===== config.mk =====
export PLATFORM = sky130hd
export DESIGN_NAME = cart_bank_ctrl
export DESIGN_NICKNAME = d
export VERILOG_FILES = /design/src/rtl/cbc_pkg.sv /design/src/rtl/cbc_ctrl_regs.sv /design/src/rtl/cbc_rom_map.sv /design/src/rtl/cbc_ext_map.sv /design/src/rtl/cbc_latch_edge.sv /design/src/rtl/cart_bank_ctrl.sv
export SDC_FILE = /design/constraint.sdc
export NUM_CORES = 1
export LEC_CHECK = 0
export ABC_CLOCK_PERIOD_IN_PS = 1250
export BUFFER_PORTS_ARGS = -buffer_cell sky130_fd_sc_hd__buf_4
export CAP_MARGIN = 10
export CELL_PAD_IN_SITES_DETAIL_PLACEMENT = 0
export CELL_PAD_IN_SITES_GLOBAL_PLACEMENT = 2
export CORE_MARGIN = 3
export CORE_UTILIZATION = 25
export DETAILED_ROUTE_END_ITERATION = 7
export GPL_ROUTABILITY_DRIVEN = 0
export GPL_TIMING_DRIVEN = 1
export PLACE_DENSITY_LB_ADDON = 0.08
export SLEW_MARGIN = 20
export SYNTH_ARGS = -nofsm -noshare
export SYNTH_HDL_FRONTEND = slang
export SYNTH_HIERARCHICAL = 1
export SYNTH_SLANG_ARGS = --single-unit

===== constraint.sdc =====
create_clock -name clk -period 1.25 [get_ports clk]
set_input_delay 0.125 -clock clk [delete_from_list [all_inputs] [get_ports clk]]
set_output_delay 0.125 -clock clk [all_outputs]
set_load 0.02 [all_outputs]

===== src/rtl/cbc_pkg.sv =====
package cbc_pkg;

  // Control-register targets, picked by address bits [15:13] of a write.
  typedef enum logic [2:0] {
    CT_GATE,
    CT_ROMB,
    CT_EXTSEL,
    CT_LATCH,
    CT_NONE
  } ctl_e;

  localparam logic [7:0] GATE_KEY     = 8'h0A;
  localparam int         CLK_SEL_BASE = 8;
  localparam logic [2:0] EXT_WIN_TOP  = 3'b101;

  function automatic ctl_e ctl_decode(input logic [2:0] top);
    case (top)
      3'b000:  return CT_GATE;
      3'b001:  return CT_ROMB;
      3'b010:  return CT_EXTSEL;
      3'b011:  return CT_LATCH;
      default: return CT_NONE;
    endcase
  endfunction

endpackage


===== src/rtl/cbc_ctrl_regs.sv =====
module cbc_ctrl_regs
  import cbc_pkg::*;
#(
  parameter int ADDR_W     = 16,
  parameter int DATA_W     = 8,
  parameter int ROM_BANK_W = 7,
  parameter int SEL_W      = 4
) (
  input  logic                  clk,
  input  logic                  rst,
  input  logic                  wr,
  input  logic [ADDR_W-1:0]     addr,
  input  logic [DATA_W-1:0]     wdata,
  output logic                  gate_open,
  output logic [ROM_BANK_W-1:0] rom_bank,
  output logic [SEL_W-1:0]      ext_sel,
  output logic                  latch_we
);

  ctl_e tgt;
  assign tgt      = ctl_decode(addr[ADDR_W-1 -: 3]);
  assign latch_we = wr && (tgt == CT_LATCH);

  always_ff @(posedge clk) begin
    if (rst) begin
      gate_open <= 1'b0;
      rom_bank  <= '0;
      ext_sel   <= '0;
    end else if (wr) begin
      case (tgt)
        CT_GATE:   gate_open <= (wdata == DATA_W'(GATE_KEY));
        CT_ROMB:   rom_bank  <= wdata[ROM_BANK_W-1:0];
        CT_EXTSEL: ext_sel   <= wdata[SEL_W-1:0];
        default:   ;
      endcase
    end
  end

endmodule


===== src/rtl/cbc_rom_map.sv =====
module cbc_rom_map #(
  parameter int ADDR_W     = 16,
  parameter int ROM_BANK_W = 7,
  localparam int OFS_W     = ADDR_W - 2,
  localparam int ROM_AW    = ROM_BANK_W + OFS_W
) (
  input  logic                  clk,
  input  logic                  rst,
  input  logic                  rd,
  input  logic [ADDR_W-1:0]     addr,
  input  logic [ROM_BANK_W-1:0] rom_bank,
  output logic [ROM_AW-1:0]     rom_addr,
  output logic                  rom_cs
);

  logic [ROM_BANK_W-1:0] eff_bank;
  logic [ROM_BANK_W-1:0] win_bank;

  // A stored zero is used as bank 1 so that the switchable window
  // never shadows the fixed one.
  assign eff_bank = (rom_bank == '0) ? ROM_BANK_W'(1) : rom_bank;
  assign win_bank = addr[ADDR_W-2] ? eff_bank : '0;

  always_ff @(posedge clk) begin
    if (rst) begin
      rom_cs   <= 1'b0;
      rom_addr <= '0;
    end else begin
      rom_cs   <= rd && !addr[ADDR_W-1];
      rom_addr <= {win_bank, addr[OFS_W-1:0]};
    end
  end

endmodule


===== src/rtl/cbc_ext_map.sv =====
module cbc_ext_map
  import cbc_pkg::*;
#(
  parameter int ADDR_W       = 16,
  parameter int DATA_W       = 8,
  parameter int RAM_BANK_W   = 2,
  parameter int SEL_W        = 4,
  parameter int NUM_CLK_REGS = 5,
  localparam int OFS_W       = ADDR_W - 3,
  localparam int RAM_AW      = RAM_BANK_W + OFS_W,
  localparam int NUM_RAM_BK  = 1 << RAM_BANK_W
) (
  input  logic                    clk,
  input  logic                    rst,
  input  logic                    rd,
  input  logic                    wr,
  input  logic [ADDR_W-1:0]       addr,
  input  logic [DATA_W-1:0]       wdata,
  input  logic                    gate_open,
  input  logic [SEL_W-1:0]        ext_sel,
  input  logic [DATA_W-1:0]       ram_rdata,
  input  logic [DATA_W-1:0]       rtc_rdata,
  output logic [RAM_AW-1:0]       ram_addr,
  output logic                    ram_cs,
  output logic                    ram_we,
  output logic [DATA_W-1:0]       ext_wdata,
  output logic [NUM_CLK_REGS-1:0] rtc_sel,
  output logic                    rtc_we,
  output logic [DATA_W-1:0]       ext_rdata
);

  logic [NUM_CLK_REGS-1:0] clk_hit;
  logic                    ram_hit;
  logic                    access;

  for (genvar i = 0; i < NUM_CLK_REGS; i++) begin : g_clk_dec
    assign clk_hit[i] = (ext_sel == SEL_W'(CLK_SEL_BASE + i));
  end

  assign ram_hit = (ext_sel < SEL_W'(NUM_RAM_BK));
  assign access  = (rd || wr) && gate_open && (addr[ADDR_W-1 -: 3] == EXT_WIN_TOP);

  always_ff @(posedge clk) begin
    if (rst) begin
      ram_cs    <= 1'b0;
      ram_we    <= 1'b0;
      ram_addr  <= '0;
      ext_wdata <= '0;
      rtc_sel   <= '0;
      rtc_we    <= 1'b0;
    end else begin
      ram_cs    <= access && ram_hit;
      ram_we    <= access && ram_hit && wr;
      ram_addr  <= {ext_sel[RAM_BANK_W-1:0], addr[OFS_W-1:0]};
      ext_wdata <= wdata;
      rtc_sel   <= access ? clk_hit : '0;
      rtc_we    <= access && wr && (|clk_hit);
    end
  end

  always_comb begin
    if (ram_cs)        ext_rdata = ram_rdata;
    else if (|rtc_sel) ext_rdata = rtc_rdata;
    else               ext_rdata = '1;
  end

endmodule


===== src/rtl/cbc_latch_edge.sv =====
module cbc_latch_edge (
  input  logic clk,
  input  logic rst,
  input  logic latch_we,
  input  logic latch_bit,
  output logic latch_pulse
);

  logic latch_q;

  always_ff @(posedge clk) begin
    if (rst) begin
      latch_q     <= 1'b0;
      latch_pulse <= 1'b0;
    end else begin
      latch_pulse <= 1'b0;
      if (latch_we) begin
        latch_q     <= latch_bit;
        latch_pulse <= latch_bit && !latch_q;
      end
    end
  end

endmodule


===== src/rtl/cart_bank_ctrl.sv =====
module cart_bank_ctrl #(
  parameter int ADDR_W       = 16,
  parameter int DATA_W       = 8,
  parameter int ROM_BANK_W   = 7,
  parameter int RAM_BANK_W   = 2,
  parameter int SEL_W        = 4,
  parameter int NUM_CLK_REGS = 5,
  localparam int ROM_AW      = ROM_BANK_W + ADDR_W - 2,
  localparam int RAM_AW      = RAM_BANK_W + ADDR_W - 3
) (
  input  logic                    clk,
  input  logic                    rst,
  input  logic                    cpu_rd,
  input  logic                    cpu_wr,
  input  logic [ADDR_W-1:0]       cpu_addr,
  input  logic [DATA_W-1:0]       cpu_wdata,
  output logic [DATA_W-1:0]       ext_rdata,
  output logic [ROM_AW-1:0]       rom_addr,
  output logic                    rom_cs,
  output logic [RAM_AW-1:0]       ram_addr,
  output logic                    ram_cs,
  output logic                    ram_we,
  output logic [DATA_W-1:0]       ext_wdata,
  input  logic [DATA_W-1:0]       ram_rdata,
  output logic [NUM_CLK_REGS-1:0] rtc_sel,
  output logic                    rtc_we,
  input  logic [DATA_W-1:0]       rtc_rdata,
  output logic                    latch_pulse
);

  logic                  gate_open;
  logic [ROM_BANK_W-1:0] rom_bank;
  logic [SEL_W-1:0]      ext_sel;
  logic                  latch_we;

  cbc_ctrl_regs #(
    .ADDR_W(ADDR_W), .DATA_W(DATA_W), .ROM_BANK_W(ROM_BANK_W), .SEL_W(SEL_W)
  ) regs_i (
    .clk(clk), .rst(rst), .wr(cpu_wr), .addr(cpu_addr), .wdata(cpu_wdata),
    .gate_open(gate_open), .rom_bank(rom_bank), .ext_sel(ext_sel),
    .latch_we(latch_we)
  );

  cbc_rom_map #(
    .ADDR_W(ADDR_W), .ROM_BANK_W(ROM_BANK_W)
  ) rom_i (
    .clk(clk), .rst(rst), .rd(cpu_rd), .addr(cpu_addr), .rom_bank(rom_bank),
    .rom_addr(rom_addr), .rom_cs(rom_cs)
  );

  cbc_ext_map #(
    .ADDR_W(ADDR_W), .DATA_W(DATA_W), .RAM_BANK_W(RAM_BANK_W),
    .SEL_W(SEL_W), .NUM_CLK_REGS(NUM_CLK_REGS)
  ) ext_i (
    .clk(clk), .rst(rst), .rd(cpu_rd), .wr(cpu_wr), .addr(cpu_addr),
    .wdata(cpu_wdata), .gate_open(gate_open), .ext_sel(ext_sel),
    .ram_rdata(ram_rdata), .rtc_rdata(rtc_rdata), .ram_addr(ram_addr),
    .ram_cs(ram_cs), .ram_we(ram_we), .ext_wdata(ext_wdata),
    .rtc_sel(rtc_sel), .rtc_we(rtc_we), .ext_rdata(ext_rdata)
  );

  cbc_latch_edge latch_i (
    .clk(clk), .rst(rst), .latch_we(latch_we), .latch_bit(cpu_wdata[0]),
    .latch_pulse(latch_pulse)
  );

endmodule


Word level (Yosys, flattened, before mapping)
Cells that the tools add are included.

cells by class
  reductions and logical operators = 24
  mux-type cells = 4
  equal/unequal tests = 13
  bitwise operators = 3
  $lt $le $gt $ge = 1

operator list
  operator                                              number
  equality test 4 bit (second input constant)           5
  2-to-1 mux 8 bit                                      2
  equality test 3 x 2 -> 1 bit (second input constant)  4
  one-hot mux 3 bit (4 select lines)                    1
  OR reduction 5 bit                                    2
  logical AND 1 bit                                     9
  equality test 8 x 4 -> 1 bit (second input constant)  1
  zero test 7 bit                                       1
  equality test 3 x 1 -> 1 bit (second input constant)  2
  zero test 3 bit                                       2
  AND reduction 2 bit                                   3
  OR reduction 2 bit                                    3
  < comparator 4 x 3 -> 1 bit (second input constant)   1
  equality test 3 bit (second input constant)           1
  inverter 1 bit                                        3
  OR reduction 3 bit                                    1
  zero test 1 bit                                       2
  logical OR 1 bit                                      1
  2-to-1 mux 1 bit                                      1

word-level totals
  register bits after elaboration = 67
  logic and storage cells = 60
  bits of input ports = 44
  output and inout bits = 62

Depth between registers and ports, before layout
Gate-level depths: netlist of the first run.

  word-level depth = 6
  gate-level depth with buffers = 4
  mapped depth without buffers = 3

By module
The synthesis of the first run kept the hierarchy.

modules (own cells, without submodules)
  module          instances  cells each  sequential area each (µm²)  area an instance (µm²)
  cbc_ext_map     1          95          620.6                       1084.8
  cbc_rom_map     1          48          440.4                       619.3
  cbc_ctrl_regs   1          46          240.2                       494.2
  cbc_latch_edge  1          5           40.0                        66.3

Worst setup path before layout of the first run
OpenSTA, ideal clock, no wires.

  path type = reg-to-output
  from = register ext_i.ram_cs
  to = output port ext_rdata[0]
  cell stages (with the launch flop) = 5
  data required time = 1125 ps
  path slack = -194 ps
  data arrival time = 1319 ps
  path buffers = 2
  cells stage by stage = dfxtp_1 buf_6 or4_4 buf_6 o21ai_2

between the ends
  longest elaborated chain between the ends = 1

RTL lines
  what                      line                  RTL
  start: declaration        cbc_ext_map.sv:24     output logic ram_cs,
  start signal: assignment  cbc_ext_map.sv:52     ram_cs <= access && ram_hit;
  2-to-1 mux 8 bit          cbc_ext_map.sv:62     if (ram_cs) ext_rdata = ram_rdata;
  end: declaration          cart_bank_ctrl.sv:17  output logic [DATA_W-1:0] ext_rdata,

Every way passes these cells.

Final worst setup path of the first run
  from = register ext_i.rtc_sel[0]
  to = output port ext_rdata[3]

between the ends
  longest elaborated chain between the ends = 3

RTL lines
  what                      line               RTL
  start: declaration        cbc_ext_map.sv:27  output logic [NUM_CLK_REGS-1:0] rtc_sel,
  start signal: assignment  cbc_ext_map.sv:56  rtc_sel <= access ? clk_hit : '0;
  OR reduction 5 bit        cbc_ext_map.sv:63  else if (|rtc_sel) ext_rdata = rtc_rdata;
  2-to-1 mux 8 bit          cbc_ext_map.sv:63
  2-to-1 mux 8 bit          cbc_ext_map.sv:62

Every way passes these cells.

==> impl_metrics.yaml, run 1 <==
grt:
  grt_use_total: 0.115
  grt_pass1_wl_um: 9050
  grt_max_degree: 38
  first_global_vias: 1831
  antenna_found_initial: 0
  overflow: 0
yosys:
  synth_seq_cells: 67
  avgSynthCellArea_sq_um: 11.7
  synth-simple-area-share: 0.246
  syn_inst: 194
  synth_fa_ha_area_frac: 0
  ys_warn_count: 6
  yosys.cell_types.count: 29
  yosysSeqAreaShare: 0.592
  synth_compound_area_frac: 0.0470
  synth_area_leaders: "dfxtp_1, nor2b_1, mux2i_1, o21ai_2, nor2_1"
  syn_area_sq_um: 2260
  synth_top_family_by_area: "simple AND/OR/NAND/NOR gates"
  synth_top_area_cell: "dfxtp_1"
  synthTopCellsByCount: "dfxtp_1, nor2b_1, mux2i_1, nor2_1, o21ai_2"
  muxShareOfSynthArea: 0.0884
  synth_nets: 238
  synth_most_common_cell: "dfxtp_1"
  synth_xor_xnor_area_share: 0
  synth_top_cell_area_share: 0.592
  synth_edf_count: 0
  synthFlopType: "dfxtp_1"
  synth-async-reset-ratio: 0
sta:
  finalWorstSetupSlack_ns: -0.500
  finalSetupViolations: 8
  fin_skew_ns: 0.0107
  fin_setup_tns_ns: -3.94
  maxSlewViolCount: 0
  finalHoldViolCount: 0
  rsz0062_at_grt: "true"
  finalCritPeriodShare: 1.40
  fin_crit_ns: 1.75
  tightest_slew_ns: 0.514
  fmax_ghz: 0.571
  slew_headroom: 0.657
floorplan:
  rows: 34
  dieArea_sq_um: 10200
  coreArea_sq_um: 8760
  io_pins: 106
  die_h_um: 101
  initial_core_util: 0.258
  die_w_um: 101
clock_tree:
  cts_tree: "yes"
  h-tree-depth: 3
  postCtsSetupRepairBufs: 0
  root_buffer: "clkbuf_8"
  cts_buffers: 9
  clock_sinks: 67
  clk_path_buf_depth: 2
  clock_latency_ns: 0.34
  clkTransAtPathRegs_ns: 0.07
drt:
  vias: 1809
  drt_iter0_markers: 27
  drc: 0
  final_antenna_net_count: 0
  drt_wl_total_um: 5870
  vias_per_cell: 4.13
  dr.pass1.iters: 5
  drt-wirelength-per-cell_um: 13.4
flow_run:
  max_cap_violations: 0
finish:
  syn2layout_area_growth_pct: 61.9
  drive_gt1_frac: 0.448
  design_area_sq_um: 3670
  final_util: 0.418
  fillers: 874
  insertedDiodeCount: 0
  multi_input_area_sq_um: 925
  nets: 369
  ff_latch_area_sq_um: 1340
worst_setup_path:
  crit_path_max_incr_delay_ns: 0.67
  crit_path_start_kind: "flip-flop"
  crit_slowest_cell: "or4_4"
  r2r_cells: 2
  crit_arrival_ns: 1.63
  required_ns: 1.12
  cp_max_fo: 8
  path_class: "reg -> out"
  crit_path_end_kind: "output port"
  crit_chain: "or4_4 > o21ai_4 > buf_6"
min_path:
  whs_path_depth: 2
  min_path_type: "in -> reg"
place:
  dp_hpwl_um: 4360
  dpl_worst_slack_ns: -0.176
  dpl_cell_area_sq_um: 3270
  port_buffers: 105
power_and_ir_drop:
  power_density_nw_per_um2: 1280
  p_total_mw: 4.68
  static-leakage-power_nw: 1.56
  peakVddDrop_v: 0.000523
run_status:
  status: "complete, but fails checks"
  violations: "setup timing"
-- what timing repair did --
item                                    4_1_cts  5_1_grt
gates cloned                                  0        0
hold buffers                                 15        0
endpoints found under the setup margin        8        8
endpoints found under the hold margin        27        0
pin swaps                                     2        1
resized for setup                             8        0
-- critical path, delay by kind of cell, from the launching register on --
kind                   cells  cell delay (ns)
AO/OA/AOI/OAI              1             0.18
buffers and inverters      1             0.13
flip-flops                 1             0.31
AND/OR/NAND/NOR            1             0.67
-- layer usage --
layer / GRT usage / share of wire
met4: 0.0583 / 0.013
met2: 0.180 / 0.50
met1: 0.138 / 0.42
met5: 0 / 0
met3: 0.0441 / 0.077
-- cells by family after synthesis --
| group | count (synthesis) |
|---|---|
| flip-flops | 67 |
| AND/OR/NAND/NOR | 86 |
| AO/OA/AOI/OAI | 12 |
| buffers and inverters | 9 |
| multiplexers | 20 |
-- report_power, final --
| group | internal (mW) | switching, mW | leakage [nW] |
|---|---|---|---|
| Combinational | 0.272 | 0.234 | 0.895 |
| Clock | 1.12 | 0.822 | 0.109 |
| Sequential | 2.21 | 0.0246 | 0.551 |
| Total | 3.60 | 1.08 | 1.56 |
-- sequential cells by signal, indices dropped and copies added, names as in the netlist --
register	count
regs_i/gate_open	1
ext_i/rtc_sel	5
rom_i/rom_addr	21
rom_i/rom_cs	1
latch_i/latch_pulse	1
regs_i/rom_bank	7
ext_i/ext_wdata	8
ext_i/ram_we	1
latch_i/latch_q	1
ext_i/ram_addr	15
ext_i/rtc_we	1
ext_i/ram_cs	1
regs_i/ext_sel	4
-- through the flow --
stage          hold slack, ns  std cells
3_3_place_gp            0.340        407
6_report               0.0210        438
5_1_grt               0.00641        438
4_1_cts               0.00170        438
2_1_floorplan           0.197        194
3_5_place_dp            0.340        407
-- layout make-up --
type | count | share of cell area
multi-input cells | 118 | 0.252
clock buffers | 9 | 0.0338
well taps | 108 | 0.0369
repair buffers | 129 | 0.286
flip-flops and latches | 67 | 0.366
clock inverters | 7 | 0.0249
-- path summary, 6_finish.rpt --
kind,from,slack [ns],to
hold / removal,cpu_wdata[5],0.02,ext_i/ext_wdata[5]$_SDFF_PP0_
setup / recovery,ext_i/rtc_sel[0]$_SDFF_PP0_,-0.50,ext_rdata[3]
setup reg to reg,regs_i/ext_sel[0]$_SDFFE_PP0P_,0.16,ext_i/rtc_we$_SDFF_PP0_
hold reg to reg,regs_i/gate_open$_SDFFE_PP0P_,0.48,regs_i/gate_open$_SDFFE_PP0P_
-- layout by cell type, fill, tap and decap left out, drive strengths merged --
cell type,n
bufinv,2
nor4b,4
a2111oi,1
and4bb,3
dlygate4sd3,15
clkbuf,9
and2b,2
nor2b,36
or4,1
clkinvlp,1
and4b,1
nor2,13
nor4bb,1
a22o,1
or2,2
nand2,3
mux2i,20
o21bai,1
dfxtp,67
nand4b,2
buf,114
inv,1
nor4,7
clkinv,3
and2,6
o21ai,9
nor3b,1
nand2b,4
Note: power is estimated with default switching activity, not from simulation.
==> inputs of run 2 (changes only) <==
--- a/config.mk
+++ b/config.mk
@@ -9,13 +9,13 @@
 export BUFFER_PORTS_ARGS = -buffer_cell sky130_fd_sc_hd__buf_4
 export CAP_MARGIN = 10
 export CELL_PAD_IN_SITES_DETAIL_PLACEMENT = 0
-export CELL_PAD_IN_SITES_GLOBAL_PLACEMENT = 2
-export CORE_MARGIN = 3
-export CORE_UTILIZATION = 25
+export CELL_PAD_IN_SITES_GLOBAL_PLACEMENT = 1
+export CORE_MARGIN = 2
+export CORE_UTILIZATION = 31
 export DETAILED_ROUTE_END_ITERATION = 7
 export GPL_ROUTABILITY_DRIVEN = 0
 export GPL_TIMING_DRIVEN = 1
-export PLACE_DENSITY_LB_ADDON = 0.08
+export PLACE_DENSITY_LB_ADDON = 0.1
 export SLEW_MARGIN = 20
 export SYNTH_ARGS = -nofsm -noshare
 export SYNTH_HDL_FRONTEND = slang
==> run 2 against run 1 <==
The flow still finishes with violations (setup timing). Via count shrank 1.1%. First-iteration DRC count grew 63%. Non-clock buffer count shrank 5. Sequential power is essentially flat. Clock skew shrank 0.0020 ns. Largest power group unchanged. Register-to-register slack gained 0.02 ns. Combinational power shrank 3%. Sequential cell count is the same.
==> impl_metrics.yaml, run 2 (synthesis gave the netlist of run 1 again) <==
run_status:
  status: "complete, but fails checks"
  violations: "setup timing"
drt:
  wl_met1_um: 2220
  drt_wl_total_um: 5270
  drc: 0
  routed.top_layer: "met4"
  route.met2.wl_um: 2320
  final_antenna_net_count: 0
  vias_per_cell: 4.24
  drt-wirelength-per-cell_um: 12.5
  dr.pass1.iters: 4
  vias: 1789
  drt_iter0_markers: 44
  wl_met3_um: 659
sta:
  fin_setup_tns_ns: -3.83
  fin_skew_ns: 0.00870
  maxSlewViolCount: 0
  fin_crit_ns: 1.74
  finalWorstSetupSlack_ns: -0.494
  slew_headroom: 0.634
  fmax_ghz: 0.573
  whs_ns: 0.0157
  tightest_slew_ns: 0.548
  finalCritPeriodShare: 1.40
  finalHoldViolCount: 0
  finalSetupViolations: 8
  rsz0062_at_grt: "true"
finish:
  final_util: 0.498
  syn2layout_area_growth_pct: 57.8
  insertedDiodeCount: 0
  largest_register_ffs: 21
  stdcell_count: 422
  drive_gt1_frac: 0.446
  nets: 364
  layout_commonest_cell: "buf_4"
  fillers: 696
  top_register: "rom_i/rom_addr"
  design_area_sq_um: 3570
  reg.largest.list: "rom_i/rom_addr (21), ext_i/ram_addr (15), ext_i/ext_wdata (8)"
  layout_common_cells: "buf_4, dfxtp_1, nor2b_1"
worst_setup_path:
  crit_path_end_kind: "output port"
  required_ns: 1.12
  path_class: "reg -> out"
  crit_path_start_kind: "flip-flop"
  crit_arrival_ns: 1.62
  cp_max_fo: 8
floorplan:
  coreArea_sq_um: 7180
  io_pins: 106
  initial_core_util: 0.316
  rows: 31
  die_w_um: 89.5
  dieArea_sq_um: 8000
  die_h_um: 89.5
clock_tree:
  h-tree-depth: 3
  clock_sinks: 67
  clk_path_buf_depth: 2
  cts_buffers: 9
  clock_latency_ns: 0.33
  root_buffer: "clkbuf_8"
  cts_tree: "yes"
  clkTransAtPathRegs_ns: 0.06
power_and_ir_drop:
  p_total_mw: 4.40
  power_density_nw_per_um2: 1230
  peakVddDrop_v: 0.000645
  static-leakage-power_nw: 1.52
min_path:
  min_path_type: "in -> reg"
grt:
  overflow: 0
  first_global_vias: 1714
  grt_pass1_wl_um: 7900
  antenna_found_initial: 0
  grt_use_total: 0.133
  grt_max_degree: 57
place:
  post-place-cells: 397
  dpl_worst_slack_ns: -0.169
  dp_hpwl_um: 3790
  dpl_cell_area_sq_um: 3250
  port_buffers: 105
flow_run:
  max_cap_violations: 0
run 2: cell types whose count changed in the layout (fill, tap and decap cells not counted), sizes merged:
| cell | before | now |
|---|---|---|
| dlygate4sd3 | 15 | 11 |
| clkbuf | 9 | 11 |
| buf | 114 | 113 |
| bufinv | 2 | 1 |
| clkinv | 3 | 2 |
| clkinvlp | 1 | 0 |
| inv | 1 | 0 |
run 2: where the power goes:
| group | total [mW] | internal (mW) | switching (mW) |
|---|---|---|---|
| Clock | 1.68 | 0.947 | 0.734 |
| Sequential | 2.23 | 2.21 | 0.0230 |
| Combinational | 0.490 | 0.261 | 0.229 |
| Total | 4.40 | 3.42 | 0.986 |
run 2: routing by layer:
layer,vias to the layer above,track usage
met5,-,0
met4,0,0.0624
met3,7,0.0868
met2,79,0.195
met1,791,0.151
li1,912,-
run 2: worst paths after layout:
kind / start / slack, ns / end / cells after the start
max reg2reg: regs_i/gate_open$_SDFFE_PP0P_ / 0.18 / ext_i/rtc_sel[2]$_SDFF_PP0_ / 3
min reg2reg: regs_i/rom_bank[0]$_SDFFE_PP0P_ / 0.48 / rom_i/rom_addr[14]$_SDFF_PP0_ / 1
max: ext_i/ram_cs$_SDFF_PP0_ / -0.49 / ext_rdata[3] / 3
min: cpu_addr[3] / 0.02 / ext_i/ram_addr[3]$_SDFF_PP0_ / 2
run 2: what timing repair did:
action / 4_1_cts / 5_1_grt
hold buffers: 11 / 0
endpoints found under the hold margin: 16 / 0
setup buffers: 0 / 0
pin swaps: 2 / 0
resized for setup: 8 / 0
setup endpoints to repair: 8 / 8
gates cloned: 0 / 0
run 2: area by class of cell:
class / count / area (sq um) / share of cell area
Timing Repair Buffer: 124 / 1000 / 0.280
Tap cell: 99 / 124 / 0.0347
Clock inverter: 3 / 40.0 / 0.0112
Sequential cell: 67 / 1340 / 0.376
Multi-Input combinational cell: 118 / 925 / 0.259
Clock buffer: 11 / 141 / 0.0396
run 2: critical path, cell delays in order, from the launching register on:
cell     delay, ns
dfxtp_2       0.32
or4_4         0.67
o21ai_4       0.18
buf_6         0.14
==> inputs of run 3 (changes only) <==
--- a/config.mk
+++ b/config.mk
@@ -10,6 +10,7 @@
 export CAP_MARGIN = 10
 export CELL_PAD_IN_SITES_DETAIL_PLACEMENT = 0
 export CELL_PAD_IN_SITES_GLOBAL_PLACEMENT = 1
+export CORE_ASPECT_RATIO = 1.25
 export CORE_MARGIN = 2
 export CORE_UTILIZATION = 31
 export DETAILED_ROUTE_END_ITERATION = 7
==> run 3 against run 2 <==
The run still ends with setup timing left. Critical path depth unchanged. Via count rose by 1.2%. Utilization is 2.2 points higher. Critical path type unchanged. Critical endpoint is now ext_rdata[5]. Largest power group unchanged. Highest routed layer unchanged.
==> impl_metrics.yaml, run 3 (synthesis gave the netlist of run 1 again) <==
run_status:
  status: "complete, but fails checks"
  violations: "setup timing"
flow_run:
  max_cap_violations: 0
place:
  post-place-cells: 388
  dp_hpwl_um: 3950
  dpl_worst_slack_ns: -0.174
  port_buffers: 105
  dpl_cell_area_sq_um: 3230
sta:
  fin_setup_tns_ns: -3.93
  finalSetupViolations: 8
  finalWorstSetupSlack_ns: -0.495
  fin_skew_ns: 0.00553
  maxSlewViolCount: 0
  finalCritPeriodShare: 1.40
  fmax_ghz: 0.573
  finalHoldViolCount: 0
  tightest_slew_ns: 0.544
  rsz0062_at_grt: "true"
  slew_headroom: 0.637
  fin_crit_ns: 1.75
drt:
  drt_iter0_markers: 36
  final_antenna_net_count: 0
  vias: 1811
  drt-wirelength-per-cell_um: 12.9
  drt_wl_total_um: 5420
  drc: 0
  dr.pass1.iters: 4
  vias_per_cell: 4.32
grt:
  grt_max_degree: 28
  grt_use_total: 0.142
  first_global_vias: 1826
  antenna_found_initial: 0
  grt_pass1_wl_um: 8590
  overflow: 0
clock_tree:
  clkTransAtPathRegs_ns: 0.07
  clock_latency_ns: 0.33
  cts_tree: "yes"
  postCtsSetupRepairBufs: 0
  root_buffer: "clkbuf_8"
  clk_path_buf_depth: 2
  h-tree-depth: 3
  cts_buffers: 9
  clock_sinks: 67
finish:
  top_register: "rom_i/rom_addr"
  insertedDiodeCount: 0
  reg.largest.list: "rom_i/rom_addr (21), ext_i/ram_addr (15), ext_i/ext_wdata (8)"
  stdcell_count: 419
  largest_register_ffs: 21
  drive_gt1_frac: 0.441
  layout_commonest_cell: "buf_4"
  syn2layout_area_growth_pct: 61.2
  layout_common_cells: "buf_4, dfxtp_1, nor2b_1"
  nets: 368
  design_area_sq_um: 3650
power_and_ir_drop:
  static-leakage-power_nw: 1.55
  peakVddDrop_v: 0.000931
  power_density_nw_per_um2: 1340
  p_total_mw: 4.88
worst_setup_path:
  regToRegEndpoint: "ext_i/rtc_we$_SDFF_PP0_"
  crit_path_end_kind: "output port"
  cp-startpoint: "ext_i/ram_cs$_SDFF_PP0_"
  crit_slowest_cell: "or4_4"
  path_delay_family: "simple AND/OR/NAND/NOR gates"
  crit_path_start_kind: "flip-flop"
  rrSetupSlack_ns: 0.14
  r2r_cells: 2
  path_class: "reg -> out"
  crit_arrival_ns: 1.62
  cp_max_fo: 8
  cp_num_cells: 3
  required_ns: 1.12
  cp-endpoint: "ext_rdata[5]"
  cp_num_buf_inv: 1
  crit_chain: "or4_4 > o21ai_4 > buf_6"
  reg2reg_from: "regs_i/ext_sel[0]$_SDFFE_PP0P_"
  crit_path_max_incr_delay_ns: 0.67
floorplan:
  initial_core_util: 0.323
  io_pins: 106
  coreArea_sq_um: 7020
  rows: 34
  die_h_um: 99.6
  die_w_um: 80.5
  dieArea_sq_um: 8010
min_path:
  min_path_type: "in -> reg"
run 3: cell count changes in the layout (fill, tap and decap cells not counted), sizes merged:
cell and change:
dlygate4sd3 +4, bufinv +2, clkbuf +1, clkinv -2, clkinvlp +1
run 3: how the worst min path moves through the flow:
stage	slack (ns)	startpoint	cells after the start	to
floorplan	0.20	rst	1	ext_i/ext_wdata[7]$_SDFF_PP0_
global placement	0.34	cpu_addr[15]	2	rom_i/rom_cs$_SDFF_PP0_
detailed placement	0.34	cpu_addr[15]	2	rom_i/rom_cs$_SDFF_PP0_
CTS	0.003	cpu_wdata[5]	2	ext_i/ext_wdata[5]$_SDFF_PP0_
global route	0.01	cpu_wdata[5]	2	ext_i/ext_wdata[5]$_SDFF_PP0_
finish	0.03	cpu_wdata[4]	2	ext_i/ext_wdata[4]$_SDFF_PP0_
run 3: repair_timing:
action / in CTS / in global routing
pin swaps: 2 / 0
endpoints found under the hold margin: 26 / 0
hold buffers: 15 / 0
resized for setup: 8 / 0
endpoints found under the setup margin: 8 / 8
run 3: metal layers:
metal | vias up | share of wire | routed length [um] | track usage
li1 | 911 | - | - | -
met1 | 823 | 0.41 | 2220 | 0.165
met2 | 70 | 0.50 | 2720 | 0.231
met3 | 7 | 0.078 | 423 | 0.0436
met4 | 0 | 0.012 | 65 | 0.0743
met5 | - | 0 | 0 | 0
run 3: metrics by stage:
step / utilization / hold slack [ns]
final: 0.520 / 0.0270
after detailed placement: 0.460 / 0.340
after floorplan: - / 0.197
after CTS: 0.520 / 0.00277
after global routing: 0.520 / 0.0136
after global placement: 0.460 / 0.339
run 3: layout make-up:
type                    count  area, sq um
multi-input cells         118          925
clock inverters             4         97.6
repair buffers            128         1030
well taps                  90          113
fillers                   667         3370
flip-flops and latches     67         1340
clock buffers              12          145
run 3: power breakdown:
part / internal (mW) / total, mW / switching [mW] / leakage (nW)
combinational: 0.267 / 0.500 / 0.233 / 0.885
clock: 1.38 / 2.15 / 0.767 / 0.117
sequential: 2.21 / 2.23 / 0.0236 / 0.551
total: 3.86 / 4.88 / 1.02 / 1.55
run 3: worst register-to-register path, cell delays in order (launching register included):
cell and delay, ns:
dfxtp_1 0.31, or2_2 0.32, a2111oi_2 0.37
